==> config.mk <==
export PLATFORM = sky130hd
export DESIGN_NAME = shadow_commit_ctl
export DESIGN_NICKNAME = d
export VERILOG_FILES = /design/src/rtl/shadow_commit_ctl.sv
export SDC_FILE = /design/constraint.sdc
export NUM_CORES = 1
export LEC_CHECK = 0
export BUFFER_PORTS_ARGS = -buffer_cell sky130_fd_sc_hd__buf_2
export CAP_MARGIN = 40
export CELL_PAD_IN_SITES_DETAIL_PLACEMENT = 0
export CELL_PAD_IN_SITES_GLOBAL_PLACEMENT = 2
export CORE_MARGIN = 2
export CORE_UTILIZATION = 25
export CTS_CLUSTER_SIZE = 10
export DETAILED_ROUTE_END_ITERATION = 8
export PLACE_DENSITY_LB_ADDON = 0.05
export SLEW_MARGIN = 20
export SYNTH_ARGS = -nofsm -noshare
export SYNTH_HDL_FRONTEND = slang
export SYNTH_SLANG_ARGS = --single-unit
==> constraint.sdc <==
create_clock -name clk -period 2.47 [get_ports clk]
set_clock_uncertainty 0.05 [all_clocks]
set_input_delay 0.3705 -clock clk [delete_from_list [all_inputs] [get_ports clk]]
set_output_delay 0.3705 -clock clk [all_outputs]
set_load 0.02 [all_outputs]
==> src/rtl/shadow_commit_ctl.sv <==
module shadow_commit_ctl #(
  parameter int N = 4,
  localparam int IW = (N > 1) ? $clog2(N) : 1
) (
  input  logic          clk,
  input  logic          rst_n,
  input  logic          issue_vld,
  input  logic [IW-1:0] issue_fu,
  input  logic [N-1:0]  shd_req,
  input  logic [IW-1:0] shd_src,
  input  logic [N-1:0]  fu_ready,
  input  logic [N-1:0]  fu_ok,
  input  logic [N-1:0]  fu_exc,
  input  logic          irq_req,
  input  logic          irq_done,
  output logic [N-1:0]  go_write,
  output logic          abort,
  output logic          issue_hold,
  output logic          drained,
  output logic [N-1:0]  fu_busy
);

  logic [N-1:0]   busy_q;
  logic [N*N-1:0] shd_q;
  logic [N-1:0]   row_clear;
  logic [N-1:0]   issue_hit;
  logic           hold_q;

  assign abort      = |(fu_exc & busy_q);
  assign go_write   = busy_q & fu_ready & row_clear & {N{~abort}};
  assign issue_hold = hold_q;
  assign drained    = hold_q & ~|busy_q;
  assign fu_busy    = busy_q;

  for (genvar i = 0; i < N; i++) begin : g_unit
    assign row_clear[i] = ~|shd_q[i*N +: N];
    assign issue_hit[i] = issue_vld & ~hold_q & ~abort & ~busy_q[i] & (issue_fu == IW'(i));

    always_ff @(posedge clk) begin
      if (!rst_n || abort)  busy_q[i] <= 1'b0;
      else if (issue_hit[i]) busy_q[i] <= 1'b1;
      else if (go_write[i])  busy_q[i] <= 1'b0;
    end

    for (genvar j = 0; j < N; j++) begin : g_src
      logic set_c;
      if (i == j) begin : g_self
        assign set_c = 1'b0;
      end else begin : g_other
        assign set_c = shd_req[i] & (shd_src == IW'(j)) & busy_q[i] & busy_q[j];
      end

      always_ff @(posedge clk) begin
        if (!rst_n || abort)   shd_q[i*N+j] <= 1'b0;
        else if (fu_ok[j])     shd_q[i*N+j] <= 1'b0;
        else if (issue_hit[i]) shd_q[i*N+j] <= 1'b0;
        else if (set_c)        shd_q[i*N+j] <= 1'b1;
      end
    end
  end

  always_ff @(posedge clk) begin
    if (!rst_n)       hold_q <= 1'b0;
    else if (irq_req) hold_q <= 1'b1;
    else if (irq_done) hold_q <= 1'b0;
  end

endmodule

# Yosys cells after proc, flatten, opt, wreduce, memory -nomap -nowiden
# Index checks and enable logic that the tools add are counted.
[classes]
bitwise_logic = 57
n_mux = 10
eq_ne = 6
n_reduce_logical = 32
[ops]
columns = ["operator", "n"]
rows = [
  ["$reduce_or A3 Y1", 16],
  ["$and A1 B1 Y1", 47],
  ["$and A4 B4 Y4", 4],
  ["$mux W1", 10],
  ["$reduce_bool A2 Y1", 5],
  ["$eq A2 B2 Y1 const B", 4],
  ["$reduce_or A4 Y1", 2],
  ["$logic_not A1 Y1", 6],
  ["$not A1 Y1", 6],
  ["$eq A2 B1 Y1 const B", 2],
  ["$logic_not A2 Y1", 2],
  ["$logic_or A1 B1 Y1", 1],
]
[word_totals]
wordCells = 122
ff_bits = 17
output_inout_bits = 11
in_bits = 25

# Logic depth before layout (Yosys ltp)
[logic_depth]
ltp_word = 7
ltp_mapped = 5
depth_no_buf = 3

# Worst setup path after synthesis
# Ideal clock, no wire load.
[synth_timing]
path_type = "reg-to-output"
start = "register busy_q[0], in the netlist fu_busy[0]"
end = "output port go_write[0]"
required_time_ns = 2.049
stages_incl_launch_ff = 5
path_buffers = 1
arrival_time_ns = 1.430
path_slack_ns = 0.620
path_cell_list = "dfxtp_1 buf_2 nand2_1 or4_1 nor2_1"
[synth_via]
elab_chain_cells = 4
elab_cells_between_ends = 6
classes_between = "bitwise: 5; reduce/logical: 1"
[synth_lines]
columns = ["element", "line_no", "rtl"]
rows = [
  ["start: declaration", "23", "logic [N-1:0] busy_q;"],
  ["start signal: indexed assignment", "40", "if (!rst_n || abort) busy_q[i] <= 1'b0;"],
  ["start signal: indexed assignment", "41", "else if (issue_hit[i]) busy_q[i] <= 1'b1;"],
  ["start signal: indexed assignment", "42", "else if (go_write[i]) busy_q[i] <= 1'b0;"],
  ["$and A4 B4 Y4", "29", "assign abort = |(fu_exc & busy_q);"],
  ["$reduce_or A4 Y1", "29", ""],
  ["$not A1 Y1", "30", "assign go_write = busy_q & fu_ready & row_clear & {N{~abort}};"],
  ["$and A4 B4 Y4 *", "30", ""],
  ["end: declaration", "16", "output logic [N-1:0] go_write,"],
]
# Mark *: on every way between the ends. The rest lies on a longest branch, timed or not.

# Final worst setup path
# Same ends and word-level chain as after synthesis.

==> tab_implementation.tex <==
\begin{tabular}{lr}
\hline
Metric & Value \\
\hline
\multicolumn{2}{l}{\textbf{Status}} \\
\quad Status & finished, final reports clean \\
\multicolumn{2}{l}{\textbf{Finish}} \\
\quad Diode count & 0 \\
\quad Combined area of the multi-input logic cells & 475.5 um2 \\
\quad Final Instance Area & 1080 um2 \\
\quad Final layout net count & 150 \\
\quad Layout cell share with drive strength beyond 1 & 0.3710 \\
\quad Non-Filler Instances & 170 \\
\quad Share of the core filled with cells in the final layout & 0.3262 \\
\quad Combined flip-flop and latch cell area & 340.3 um2 \\
\quad Layout fillers & 391 \\
\quad Area growth from synthesis to final layout & 25.99\% \\
\multicolumn{2}{l}{\textbf{Route}} \\
\quad Final routed DRC violation total & 0 \\
\quad Remaining antenna violation count after routing & 0 \\
\quad Per-cell routed wire length & 15.53 um \\
\quad Starting DRT DRC Count & 17 \\
\quad Number of iterations in the first detailed-routing pass & 4 \\
\quad Via density & 5.118 \\
\quad Routed vias & 870 \\
\quad Wirelength, routed & 2640 um \\
\multicolumn{2}{l}{\textbf{Placement}} \\
\quad Post-DP HPWL & 2007 um \\
\quad Post-placement cell area & 1052 um2 \\
\quad Post-Place Worst Slack & 0.7109 ns \\
\quad Global placer's final weighted congestion & 0.7439 \\
\quad Port Buf Inserts & 35 \\
\quad Placed cell count & 166 \\
\multicolumn{2}{l}{\textbf{Floorplan}} \\
\quad CORE AREA & 3311 um2 \\
\quad Die footprint & 3913 um2 \\
\quad Top Ports & 36 \\
\quad Die boundary height & 62.55 um \\
\quad Starting density of the core & 0.2589 \\
\quad Overall die width & 62.55 um \\
\quad Row cnt & 21 \\
\multicolumn{2}{l}{\textbf{Yosys}} \\
\quad Sequential cell area fraction in the yosys report & 0.3971 \\
\quad Number of flops mapped to enable cells by yosys & 0 \\
\quad Fraction of registers with async set/reset & 0 \\
\quad Most used DFF post-synth & sky130\_fd\_sc\_hd\_\_dfxtp\_1 \\
\quad Synthesized cell area & 857.1 um2 \\
\quad Mean instance size in the synthesized netlist & 9.523 um2 \\
\quad Count of synthesis-stage warnings from yosys & 0 \\
\quad Number of distinct library cell variants in the gate-level netlist after synthesis & 31 \\
\quad Post-synthesis instance total & 90 \\
\quad Total nets after synthesis & 115 \\
\quad Seq cells post-synth & 17 \\
\multicolumn{2}{l}{\textbf{Global routing}} \\
\quad Global-route wire length before repair & 4236 um \\
\quad Tot GR Track Use & 0.1398 \\
\quad Via count of the first global-routing pass & 836 \\
\quad Number of antenna violations at the first check in global routing & 0 \\
\quad Total overflow reported by the global router & 0 \\
\quad Largest net degree at the start of global routing & 17 \\
\multicolumn{2}{l}{\textbf{Critical path}} \\
\quad R2R Path Start & issue\_hold\$\_SDFFE\_PN0P\_ \\
\quad Critical Path RT & 2.05 ns \\
\quad Startpoint of the worst setup timing path & fu\_busy[0]\$\_SDFFE\_PP0P\_ \\
\quad Critical Path Fanout Max & 13 \\
\quad Arrival @ worst endpoint & 1.66 ns \\
\quad Critical path class & register to primary output \\
\quad CP startpoint kind & register \\
\quad Crit path capture type & primary output \\
\multicolumn{2}{l}{\textbf{STA}} \\
\quad Post-Route Hold Slack & 0.2330 ns \\
\quad Final critical-path share of the clock period & 0.8424 \\
\quad Worst path setup slack after routing & 0.3893 ns \\
\quad Slew Limit Headroom & 0.7235 \\
\quad RSZ-0062 raised after global routing & false \\
\quad Final min period & 2.081 ns \\
\quad Final setup TNS & 0 ns \\
\quad Max-slew violation total from the final report & 0 \\
\quad Final setup vio count & 0 \\
\quad Highest clock frequency the design can meet & 480.6 MHz \\
\quad Worst-Margin Slew & 0.4090 ns \\
\quad Count of final hold-check violations & 0 \\
\multicolumn{2}{l}{\textbf{Job}} \\
\quad Max-cap viol count & 0 \\
\multicolumn{2}{l}{\textbf{Hold path}} \\
\quad Startpoint of the worst hold path & fu\_ok[0] \\
\quad Kind of path behind the tightest hold check & primary input to register \\
\multicolumn{2}{l}{\textbf{Clocking}} \\
\quad Deepest level of the CTS H-tree & 1 \\
\quad \# resized after CTS & 0 \\
\quad CTS tree & done \\
\quad Post-CTS setup-driven buffer insertion count & 0 \\
\quad Clock latency on the worst-skew pair & 0.29 ns \\
\quad Number of hold-repair buffers added at the cts stage & 0 \\
\quad Total clock sinks & 17 \\
\quad Number of buffers on the longest clock path & 2 \\
\quad Root cell of the clock tree & sky130\_fd\_sc\_hd\_\_clkbuf\_4 \\
\quad Number of buffers created by CTS & 3 \\
\quad Clock Pin Slew Worst Setup and Hold Paths & 0.11 ns \\
\multicolumn{2}{l}{\textbf{Pwr}} \\
\quad Peak supply drop & 0.1345 mV \\
\quad Design Power & 537.9 uW \\
\quad P\_leak & 0.4359 nW \\
\quad Power density over the cells & 498.2 nW/um2 \\
\hline
\end{tabular}
cell usage after synthesis (2+ instances only):
library cell | number | area share
sky130_fd_sc_hd__or4_1 | 3 | 0.026
sky130_fd_sc_hd__nand2_1 | 5 | 0.022
sky130_fd_sc_hd__buf_6 | 2 | 0.026
sky130_fd_sc_hd__nor3_1 | 2 | 0.012
sky130_fd_sc_hd__or3_1 | 2 | 0.015
sky130_fd_sc_hd__a31oi_1 | 7 | 0.051
sky130_fd_sc_hd__a21oi_1 | 4 | 0.023
sky130_fd_sc_hd__dfxtp_1 | 17 | 0.40
sky130_fd_sc_hd__nor3b_1 | 3 | 0.026
sky130_fd_sc_hd__buf_2 | 3 | 0.018
sky130_fd_sc_hd__nor4_1 | 13 | 0.095
sky130_fd_sc_hd__nor2_1 | 4 | 0.018
sky130_fd_sc_hd__o41ai_1 | 3 | 0.031
sky130_fd_sc_hd__a41oi_1 | 4 | 0.041
sky130_fd_sc_hd__nor2b_1 | 2 | 0.015
state kept, by name (all words and copies together) (netlist names):
signal and count:
shd_q 12, issue_hold 1, fu_busy 4
cell families (layout without fill, tap and decap cells):
group,count (synthesis),in the layout,synth area share
compound gates,23,23,0.2161
buf+inv,6,40,0.04816
flops,17,17,0.3971
simple gates,44,44,0.3387
worst max-delay path: stages (launching register included):
cell and delay [ns]:
sky130_fd_sc_hd__dfxtp_1 0.59, sky130_fd_sc_hd__nand2_1 0.11, sky130_fd_sc_hd__or4_1 0.40, sky130_fd_sc_hd__nor2_1 0.09
sky130_fd_sc_hd__buf_2 0.17
layout make-up:
type | count | area share
multi-input combinational | 67 | 0.4403
sequential | 17 | 0.3152
timing repair buffer | 35 | 0.1622
tap | 46 | 0.05330
clock buffer | 3 | 0.02086
clock inverter | 1 | 0.004635
inverter | 1 | 0.003476
power by group:
| group | switching [mW] | internal (mW) | total, mW |
|---|---|---|---|
| sequential | 0.0113 | 0.278 | 0.290 |
| clock | 0.0951 | 0.0602 | 0.155 |
| combinational | 0.0559 | 0.0371 | 0.0930 |
| total | 0.162 | 0.376 | 0.538 |
layer usage:
layer / vias to the layer above / track usage / wire length [um]
met5: - / 0 / 0
met4: 0 / 0.05000 / 20
met3: 2 / 0.03243 / 116
met2: 19 / 0.2097 / 1172
met1: 418 / 0.1953 / 1331
li1: 431 / - / -
layout by cell type (no fill, tap or decap), types with 2 or more instances in the layout:
cell type                  netlist  final
sky130_fd_sc_hd__a31oi_1         7      7
sky130_fd_sc_hd__nor3b_1         3      3
sky130_fd_sc_hd__o41ai_1         3      3
sky130_fd_sc_hd__nor2b_1         2      2
sky130_fd_sc_hd__buf_2           3     35
sky130_fd_sc_hd__clkbuf_4        0      3
sky130_fd_sc_hd__dfxtp_1        17     17
sky130_fd_sc_hd__nor3_1          2      2
sky130_fd_sc_hd__nand2_1         5      5
sky130_fd_sc_hd__or4_1           3      3
sky130_fd_sc_hd__a41oi_1         4      4
sky130_fd_sc_hd__or3_1           2      2
sky130_fd_sc_hd__nor2_1          4      4
sky130_fd_sc_hd__a21oi_1         4      4
sky130_fd_sc_hd__nor4_1         13     13
path summary, 6_finish.rpt:
check	cells past startpoint	end	slack, ns
worst max register to register	3	shd_q[9]$_SDFFE_PP0P_	1.01
worst min register to register	2	shd_q[4]$_SDFFE_PP0P_	0.49
worst max-delay path	4	go_write[0]	0.39
worst min-delay path	2	shd_q[4]$_SDFFE_PP0P_	0.23
(Power assumes the default switching activity.)
